File: src/rtl/wfs_pkg.sv
package wfs_pkg;

    typedef enum logic [2:0] {
        PH_LOAD    = 3'd0,
        PH_FWD_ADD = 3'd1,
        PH_REV_ADD = 3'd2,
        PH_FWD_SUB = 3'd3,
        PH_REV_SUB = 3'd4,
        PH_DONE    = 3'd5
    } phase_e;

    typedef struct packed {
        logic cont;
        logic bip;
        logic sym;
        logic en;
    } mode_t;

    function automatic logic phase_subtracts(phase_e p);
        return (p == PH_FWD_SUB) || (p == PH_REV_SUB);
    endfunction

    function automatic logic phase_walking(phase_e p);
        return (p != PH_LOAD) && (p != PH_DONE);
    endfunction

    function automatic logic [31:0] clamp_mix(logic [31:0] base, logic [31:0] off,
                                              logic sub, logic [31:0] top);
        logic [32:0] sum;
        if (sub) begin
            return (off > base) ? 32'd0 : base - off;
        end
        sum = {1'b0, base} + {1'b0, off};
        return (sum > {1'b0, top}) ? top : sum[31:0];
    endfunction

endpackage

File: src/rtl/wfs_regs.sv
module wfs_regs
    import wfs_pkg::*;
#(
    parameter int DW = 12,
    parameter int IW = 4
) (
    input  logic          clk,
    input  logic          rst,
    input  logic          ctrl_we,
    input  logic [3:0]    ctrl_mode,
    input  logic [IW-1:0] ctrl_len_m1,
    input  logic          in_we,
    input  logic [DW-1:0] in_wdata,
    output mode_t         mode,
    output logic [IW-1:0] len_m1,
    output logic [DW-1:0] in_val
);

    always_ff @(posedge clk) begin
        if (rst) begin
            mode   <= '0;
            len_m1 <= '0;
        end else if (ctrl_we) begin
            mode   <= mode_t'(ctrl_mode);
            len_m1 <= ctrl_len_m1;
        end
    end

    always_ff @(posedge clk) begin
        if (rst) begin
            in_val <= '0;
        end else if (in_we) begin
            in_val <= in_wdata;
        end
    end

endmodule

File: src/rtl/wfs_fifo.sv
module wfs_fifo #(
    parameter int DW    = 12,
    parameter int DEPTH = 16,
    parameter int IW    = 4
) (
    input  logic          clk,
    input  logic          rst,
    input  logic          lock,
    input  logic          we,
    input  logic [IW-1:0] waddr,
    input  logic [DW-1:0] wdata,
    input  logic [IW-1:0] raddr,
    output logic [DW-1:0] rdata
);

    logic [DW-1:0] slots [DEPTH];

    for (genvar g = 0; g < DEPTH; g++) begin : g_ent
        logic [DW-1:0] q;
        logic          hit;

        assign hit = we && !lock && (waddr == IW'(g));

        always_ff @(posedge clk) begin
            if (rst) begin
                q <= '0;
            end else if (hit) begin
                q <= wdata;
            end
        end

        assign slots[g] = q;


        locked_write_chk: assert property (@(posedge clk) disable iff (rst)
            (we && lock && (waddr == IW'(g))) |=> $stable(q));
    end

    assign rdata = slots[raddr];

endmodule

File: src/rtl/wfs_stepper.sv
module wfs_stepper
    import wfs_pkg::*;
#(
    parameter int IW = 4
) (
    input  logic          clk,
    input  logic          rst,
    input  mode_t         mode,
    input  logic [IW-1:0] len_m1,
    input  logic          restart,
    input  logic          tick,
    output phase_e        phase,
    output logic [IW-1:0] idx,
    output logic          emit
);

    phase_e        nxt_phase;
    logic [IW-1:0] nxt_idx;
    logic          at_end;
    logic          multi;
    logic [IW-1:0] below_last;

    assign multi      = (len_m1 != '0);
    assign below_last = len_m1 - 1'b1;
    assign emit       = tick && mode.en && !restart && (phase != PH_DONE);

    always_comb begin
        nxt_phase = phase;
        nxt_idx   = idx;
        at_end    = 1'b0;
        unique case (phase)
            PH_LOAD: begin
                nxt_phase = PH_FWD_ADD;
                nxt_idx   = '0;
            end
            PH_FWD_ADD: begin
                if (idx != len_m1) begin
                    nxt_idx = idx + 1'b1;
                end else if (mode.sym) begin
                    if (multi) begin
                        nxt_phase = PH_REV_ADD;
                        nxt_idx   = below_last;
                    end else if (mode.bip) begin
                        nxt_phase = PH_FWD_SUB;
                        nxt_idx   = '0;
                    end else begin
                        at_end = 1'b1;
                    end
                end else if (mode.bip) begin
                    nxt_phase = PH_REV_SUB;
                    nxt_idx   = len_m1;
                end else begin
                    at_end = 1'b1;
                end
            end
            PH_REV_ADD: begin
                if (idx != '0) begin
                    nxt_idx = idx - 1'b1;
                end else if (mode.bip) begin
                    nxt_phase = PH_FWD_SUB;
                    nxt_idx   = '0;
                end else begin
                    at_end = 1'b1;
                end
            end
            PH_FWD_SUB: begin
                if (idx != len_m1) begin
                    nxt_idx = idx + 1'b1;
                end else if (multi) begin
                    nxt_phase = PH_REV_SUB;
                    nxt_idx   = below_last;
                end else begin
                    at_end = 1'b1;
                end
            end
            PH_REV_SUB: begin
                if (idx != '0) begin
                    nxt_idx = idx - 1'b1;
                end else begin
                    at_end = 1'b1;
                end
            end
            default: begin
                nxt_phase = PH_DONE;
            end
        endcase

        if (at_end) begin
            if (mode.cont) begin
                nxt_phase = PH_FWD_ADD;
                nxt_idx   = (mode.sym && !mode.bip && multi) ? IW'(1) : '0;
            end else begin
                nxt_phase = PH_DONE;
            end
        end
    end

    always_ff @(posedge clk) begin
        if (rst || restart) begin
            phase <= PH_LOAD;
            idx   <= '0;
        end else if (emit) begin
            phase <= nxt_phase;
            idx   <= nxt_idx;
        end
    end


    restart_load_chk: assert property (@(posedge clk) disable iff (rst)
        restart |=> (phase == PH_LOAD));


    done_hold_chk: assert property (@(posedge clk) disable iff (rst)
        ((phase == PH_DONE) && !restart) |=> (phase == PH_DONE));


    idx_in_range_chk: assert property (@(posedge clk) disable iff (rst)
        phase_walking(phase) |-> (idx <= len_m1));

endmodule

File: src/rtl/wfs_out.sv
module wfs_out
    import wfs_pkg::*;
#(
    parameter int DW = 12
) (
    input  logic          clk,
    input  logic          rst,
    input  logic          emit,
    input  phase_e        phase,
    input  logic [DW-1:0] in_val,
    input  logic [DW-1:0] offset,
    input  logic          out_we,
    input  logic [DW-1:0] out_wdata,
    output logic [DW-1:0] dac_out
);

    localparam logic [31:0] CODE_TOP = 32'((64'd1 << DW) - 64'd1);

    logic [DW-1:0] step_val;

    always_comb begin
        if (phase == PH_LOAD) begin
            step_val = in_val;
        end else begin
            step_val = DW'(clamp_mix(32'(in_val), 32'(offset),
                                     phase_subtracts(phase), CODE_TOP));
        end
    end

    always_ff @(posedge clk) begin
        if (rst) begin
            dac_out <= '0;
        end else if (out_we) begin
            dac_out <= out_wdata;
        end else if (emit) begin
            dac_out <= step_val;
        end
    end


    direct_write_chk: assert property (@(posedge clk) disable iff (rst)
        out_we |=> (dac_out == $past(out_wdata)));


    idle_hold_chk: assert property (@(posedge clk) disable iff (rst)
        (!emit && !out_we) |=> $stable(dac_out));

endmodule

File: src/rtl/dac_wave_seq.sv
module dac_wave_seq
    import wfs_pkg::*;
#(
    parameter int DW    = 12,
    parameter int DEPTH = 16,
    localparam int IW   = (DEPTH > 1) ? $clog2(DEPTH) : 1
) (
    input  logic          clk,
    input  logic          rst,
    input  logic          ctrl_we,
    input  logic [3:0]    ctrl_mode,
    input  logic [IW-1:0] ctrl_len_m1,
    input  logic          fifo_we,
    input  logic [IW-1:0] fifo_waddr,
    input  logic [DW-1:0] fifo_wdata,
    input  logic          in_we,
    input  logic [DW-1:0] in_wdata,
    input  logic          out_we,
    input  logic [DW-1:0] out_wdata,
    input  logic          tick,
    output logic [DW-1:0] dac_out
);

    mode_t         mode;
    logic [IW-1:0] len_m1;
    logic [DW-1:0] in_val;
    logic [DW-1:0] offset;
    phase_e        phase;
    logic [IW-1:0] idx;
    logic          emit;

    wfs_regs #(.DW(DW), .IW(IW)) u_regs (
        .clk         (clk),
        .rst         (rst),
        .ctrl_we     (ctrl_we),
        .ctrl_mode   (ctrl_mode),
        .ctrl_len_m1 (ctrl_len_m1),
        .in_we       (in_we),
        .in_wdata    (in_wdata),
        .mode        (mode),
        .len_m1      (len_m1),
        .in_val      (in_val)
    );

    wfs_fifo #(.DW(DW), .DEPTH(DEPTH), .IW(IW)) u_fifo (
        .clk   (clk),
        .rst   (rst),
        .lock  (mode.en),
        .we    (fifo_we),
        .waddr (fifo_waddr),
        .wdata (fifo_wdata),
        .raddr (idx),
        .rdata (offset)
    );

    wfs_stepper #(.IW(IW)) u_step (
        .clk     (clk),
        .rst     (rst),
        .mode    (mode),
        .len_m1  (len_m1),
        .restart (ctrl_we),
        .tick    (tick),
        .phase   (phase),
        .idx     (idx),
        .emit    (emit)
    );

    wfs_out #(.DW(DW)) u_out (
        .clk       (clk),
        .rst       (rst),
        .emit      (emit),
        .phase     (phase),
        .in_val    (in_val),
        .offset    (offset),
        .out_we    (out_we),
        .out_wdata (out_wdata),
        .dac_out   (dac_out)
    );

endmodule

File: config.mk
export PLATFORM = sky130hd
export DESIGN_NAME = dac_wave_seq
export DESIGN_NICKNAME = d
export VERILOG_FILES = /design/src/rtl/wfs_pkg.sv /design/src/rtl/wfs_regs.sv /design/src/rtl/wfs_fifo.sv /design/src/rtl/wfs_stepper.sv /design/src/rtl/wfs_out.sv /design/src/rtl/dac_wave_seq.sv
export SDC_FILE = /design/constraint.sdc
export NUM_CORES = 1
export LEC_CHECK = 0
export BUFFER_PORTS_ARGS = -buffer_cell sky130_fd_sc_hd__buf_2
export CELL_PAD_IN_SITES_DETAIL_PLACEMENT = 1
export CELL_PAD_IN_SITES_GLOBAL_PLACEMENT = 2
export CORE_MARGIN = 5
export CORE_UTILIZATION = 42
export DETAILED_ROUTE_END_ITERATION = 8
export HOLD_SLACK_MARGIN = 0.06
export PLACE_DENSITY = 0.93
export SLEW_MARGIN = 20
export SYNTH_ARGS = -nofsm -noshare
export SYNTH_HDL_FRONTEND = slang
export SYNTH_SLANG_ARGS = --single-unit
File: constraint.sdc
create_clock -name clk -period 7.6 [get_ports clk]
set_input_delay 0.76 -clock clk [delete_from_list [all_inputs] [get_ports clk]]
set_output_delay 0.76 -clock clk [all_outputs]
set_load 0.005 [all_outputs]
# == After elaboration in Yosys (flattened, before gate mapping) ==
# Cells that the tools add are included.
# classes
n_addsub,5
magnitude_cmp,3
eq_ne,27
muxes,45
bitwise,1
reduce_logical,33
# op_table
op,count
$mux 12,9
$bmux 12 s4,1
$mux 4,11
$eq 4x4->1 const B,8
$mux 3,10
$logic_and 1x1->1,22
$pmux 4 s5,1
$eq 4x3->1 const B,4
$pmux 3 s5,1
$add 12x12->13,1
$gt 13x12->1 const B,1
$gt 12x12->1,1
$sub 12x12->12,1
$mux 1,11
$ne 3x3->1 const B,3
$eq 4x2->1 const B,2
$reduce_bool 4->1,2
$sub 4x1->4 const B,2
$reduce_and 7->1,1
$eq 3x2->1 const B,2
$ne 3x2->1 const B,2
$ge 5x5->1 const B,1
$not 4->5,1
$add 4x1->4 const B,1
12 further kinds,15
# totals
register_bits,231
word_cells,139

# == Logic depth before layout (Yosys ltp) ==
# depth
ltp_word,11
ltp_mapped,14
mapped_depth_nobuf,11

# == Cells and area by module ==
# From an unflattened synthesis, not the netlist that was laid out.
# unflattened
hier_cells,1504
hier_area_um2,12822.3
# modules_own_cells
module,n_inst,cells_each,area_per_inst_um2,seq_area_each_um2
wfs_fifo,1,1011,8804.7,3843.7
wfs_out,1,279,2122.0,240.2
wfs_stepper,1,150,1193.6,140.1
wfs_regs,1,64,701.9,400.4

# == Worst setup path before layout ==
# No wires, ideal clock.
# synth_path
path_type,reg-to-reg
start,register u_step.idx[0]
end,register u_out.dac_out[5]
setup_time_ns,0.086
arrival_time_ns,3.559
t_required_ns,7.514
path_slack_ns,3.954
path_stages_with_launch,13
path_buffers,2
synth_period_minus_slack_ns,3.646
cell_sequence,dfxtp_1 buf_6 buf_2 mux4_2 mux4_2 ha_1 fa_1 and2b_1 o211ai_1 a311o_1 a31o_1 o221a_1 a221oi_2
# synth_via
elab_chain_len,11
word_cells_on_any_way,15
classes_between,add/sub (2); order compare (2); mux (10); bitwise (1)
# synth_rtl
item,line,rtl
start: declaration,wfs_stepper.sv:13,"output logic [IW-1:0] idx,"
start signal: assignment,wfs_stepper.sv:104,idx <= nxt_idx;
$not 4->5 (not written as such) (*),wfs_fifo.sv:39,assign rdata = slots[raddr];
$bmux 12 s4 (*),wfs_fifo.sv:39,
$mux 12 (not written as such) (*) (2 in a row),wfs_fifo.sv:39,
"$add 12x12->13, or another cell as far along",wfs_pkg.sv:33,"sum = {1'b0, base} + {1'b0, off};"
$gt 13x12->1 / $mux 12 (equally long branches),"wfs_pkg.sv:34, wfs_pkg.sv:31",
$mux 12 (on tied branches),"wfs_pkg.sv:34, wfs_pkg.sv:30",
$mux 12 (*),wfs_pkg.sv:33,
$mux 12 (*),wfs_out.sv:22,if (phase == PH_LOAD) begin
$mux 12 (*),wfs_out.sv:35,end else if (emit) begin
$mux 12 (*),wfs_out.sv:33,end else if (out_we) begin
end signal: assignment,wfs_out.sv:34,dac_out <= out_wdata;
end signal: assignment,wfs_out.sv:36,dac_out <= step_val;
end: declaration,wfs_out.sv:14,output logic [DW-1:0] dac_out
# Mark *: on every way between the ends. The rest lies on a longest branch, timed or not. The select of a mux whose other input is x is not followed.
# A chain may end at the register's enable or synchronous reset.

# == Worst setup path in the final report ==
# layout_path
start,register u_step.idx[0]
end,register u_out.dac_out[8]
# The elaborated chain is that of the path after synthesis.

==> run summary <==
Outcome - complete, no violations
Final total power - 2.799 mW
Peak Freq - 218.1 MHz
Number of post-CTS setup repair buffers - 0
Final Max Slew Viols - 0
Synthesized area per cell - 9.210 um^2
Crit path max-delay family - compound AO/OA/AOI/OAI gates
Grt ovf - 0
Cell area after layout - 0.01345 mm^2
Initial DRC Count - 788
Mapped Nets - 1397
Net switching power - 693.2 uW
Worst slack at placement - 3.022 ns
Post-DRT Antenna Nets - 0
Largest net degree at the start of global routing - 131
Synth Warn # - 0
TritonRoute pass-1 iters - 5
DR vias - 9859
Antenna violations before repair - 0
Wire per inst - 21.30 um
Tcrit/Tclk final - 0.6034
Internal power - 2.106 mW
Top-Level Pins - 67
Final setup fails - 0
Final HPWL DP - 24.37 mm
Multi-input logic area - 0.006880 mm^2
CTS tree - built
Synth-to-Final Area Change - 11.33%
Core Rows - 62
Critical Path RT - 8.04 ns
Startpoint types - flip-flop
Slowest Stage Delay on Critical Path - 0.77 ns
IO Port Bufs - 66
Hold crit path type - flip-flop to flip-flop
Routed WL - 36.66 mm
# DRC - 0
Clock Power Share - 0.470
Fillers - 3306
PD cells - 208.1 mW/mm^2
Most common cell after layout, fill and taps aside - dfxtp_1
CP max FO - 34
Root Buffer - clkbuf_16
Storage cell area - 0.004629 mm^2
Unrepaired setup endpoints after global routing - no
H-tree levels - 1
Die height - 179.6 um
FF+latch count, synth - 231
Critical Path Slowest Stage Cell - dfxtp_4
Final hold violations - 0
Cells along the critical path - buf_4, mux4_2, mux4_2, inv_1, ha_1, inv_1, o221ai_1, a31oi_1, a31o_2, nand2_2, o211a_1, o22ai_1
Final RePlAce weighted congestion - 0.8749
Critical Path End Type - flip-flop
Resized Gates After CTS - 0
Cell count after synthesis - 1312
Slew @ Worst Pin - 1.134 ns
CP Buf/Inv Count - 3
Min Tclk post-route - 4.586 ns
Number of global-route vias before repair - 10510
TritonCTS Sinks - 231
Slew margin rel. - 0.2421
DP Area - 0.01255 mm^2
Post-synth ARST share - 0
Clk_lat worst skew - 0.55 ns
TritonCTS Buffers - 26
Sequential area share after synthesis - 0.3827
VDD IR-drop max - 0.1465 mV
Global-route wire length before repair - 59.32 mm
Clk slew on worst S/H paths - 0.06 ns
Post-CTS Hold Fix Bufs - 0
Core box area - 0.02855 mm^2
Starting Density - 0.4233
Nets - 1402
Commonest non-fill, non-tap cells in the layout - dfxtp_1, nor2_1, mux2i_1, nand2_1, a21oi_1
Layout cells sized above 1 - 0.1564
Final Skew - 0.02333 ns
Via-per-instance ratio - 5.729
Max clock buf depth - 3
Flop pwr share - 0.448
Post-synth EDFFs - 0
Fin Setup TNS - 0 ns
Final worst slack - 3.015 ns
Switching share of power - 0.2476
Global Route Usage Sum - 0.2233
Critical path arrival - 5.03 ns
Cell area after synthesis - 0.01208 mm^2
Die ar. - 0.03226 mm^2
Main flop type after synthesis - dfxtp_1
Die Wd - 179.6 um
Pleak - 5.505 nW
Post-synthesis cell type count - 74
WS Path Type - flip-flop to flip-flop
Logic gate share of total power - 0.082
Hold_ws - 0.4582 ns
MaxCap Viol Count - 0
-- per-layer routing --
metal  vias up  part of all wire  GRT usage
li1       4643                 -          -
met1      4923              0.44     0.2883
met2       232              0.49     0.3915
met3        61             0.046    0.03517
met4         0             0.024    0.05821
met5         -                 0          0
-- synthesized netlist by cell type (8+ instances only) --
| cell type | count | area share |
|---|---|---|
| nor2b_1 | 17 | 0.0088 |
| nand2_1 | 151 | 0.047 |
| a31oi_1 | 10 | 0.0052 |
| o21a_1 | 8 | 0.0050 |
| ha_1 | 28 | 0.029 |
| mux4_2 | 60 | 0.11 |
| nor2_1 | 204 | 0.063 |
| a21o_1 | 9 | 0.0056 |
| xnor2_1 | 12 | 0.0087 |
| o22ai_1 | 8 | 0.0041 |
| clkbuf_1 | 60 | 0.019 |
| nand3_1 | 28 | 0.012 |
| buf_4 | 8 | 0.0050 |
| nand2b_1 | 8 | 0.0041 |
| inv_1 | 31 | 0.0096 |
| o21ai_0 | 41 | 0.017 |
| dfxtp_1 | 231 | 0.38 |
| mux2i_1 | 154 | 0.13 |
| nor3_1 | 14 | 0.0058 |
| buf_2 | 26 | 0.011 |
| a21oi_1 | 90 | 0.037 |
-- power groups by stage --
| stage | Clock (mW) | Combinational, mW | Sequential [mW] |
|---|---|---|---|
| 2_1_floorplan | 0 | 0.161 | 1.27 |
| 3_3_place_gp | 0 | 0.222 | 1.28 |
| 3_5_place_dp | 0 | 0.227 | 1.28 |
| 4_1_cts | 1.34 | 0.229 | 1.25 |
| 5_1_grt | 1.39 | 0.253 | 1.25 |
| 6_report | 1.32 | 0.230 | 1.25 |
-- registers in the layout, summed over array words and instances, names as in the netlist --
signal,count
u_regs.len_m1,4
u_regs.mode,4
u_fifo.g_ent.q,192
u_regs.in_val,12
u_out.dac_out,12
u_step.phase,3
u_step.idx,4
-- area by class of cell --
type                    instances  share of cell area
flip-flops and latches        231              0.3441
repair buffers                 80             0.03283
clock inverters                13             0.01163
clock buffers                  34             0.05515
inverters                      32            0.008929
multi-input cells             946              0.5114
well taps                     384             0.03571
diodes                          1           0.0001860
-- worst paths after layout --
| kind | start | end | slack (ns) | cells past startpoint |
|---|---|---|---|---|
| hold / removal | u_fifo.g_ent[12].q[7] | u_fifo.g_ent[12].q[7] | 0.46 | 2 |
| setup / recovery | u_step.idx[0] | u_out.dac_out[8] | 3.01 | 12 |
| setup reg to reg | u_step.idx[0] | u_out.dac_out[8] | 3.01 | 12 |
| hold reg to reg | u_fifo.g_ent[12].q[7] | u_fifo.g_ent[12].q[7] | 0.46 | 2 |
-- logic make-up after synthesis --
group,share of synthesized area
AOI/OAI and AO/OA,0.1170
xor gates and xnor gates,0.01160
adders and majority gates,0.03231
buffers and inverters,0.04960
DFF,0.3827
muxes,0.2422
and+or+nand+nor,0.1646
-- worst reg2reg max path, stage by stage, from the launching register on --
cell and delay, ns:
dfxtp_4 0.77, buf_4 0.57, mux4_2 0.60, mux4_2 0.57, inv_1 0.10, ha_1 0.38
inv_1 0.14, o221ai_1 0.13, a31oi_1 0.41, a31o_2 0.33, nand2_2 0.15, o211a_1 0.19
o22ai_1 0.15
-- stage by stage --
stage,cells,utilization
final,1721,0.4712
after floorplan,1312,-
after global routing,1720,0.4712
after CTS,1720,0.4712
after detailed placement,1673,0.4397
after global placement,1673,0.4397
(Power assumes the default switching activity.)
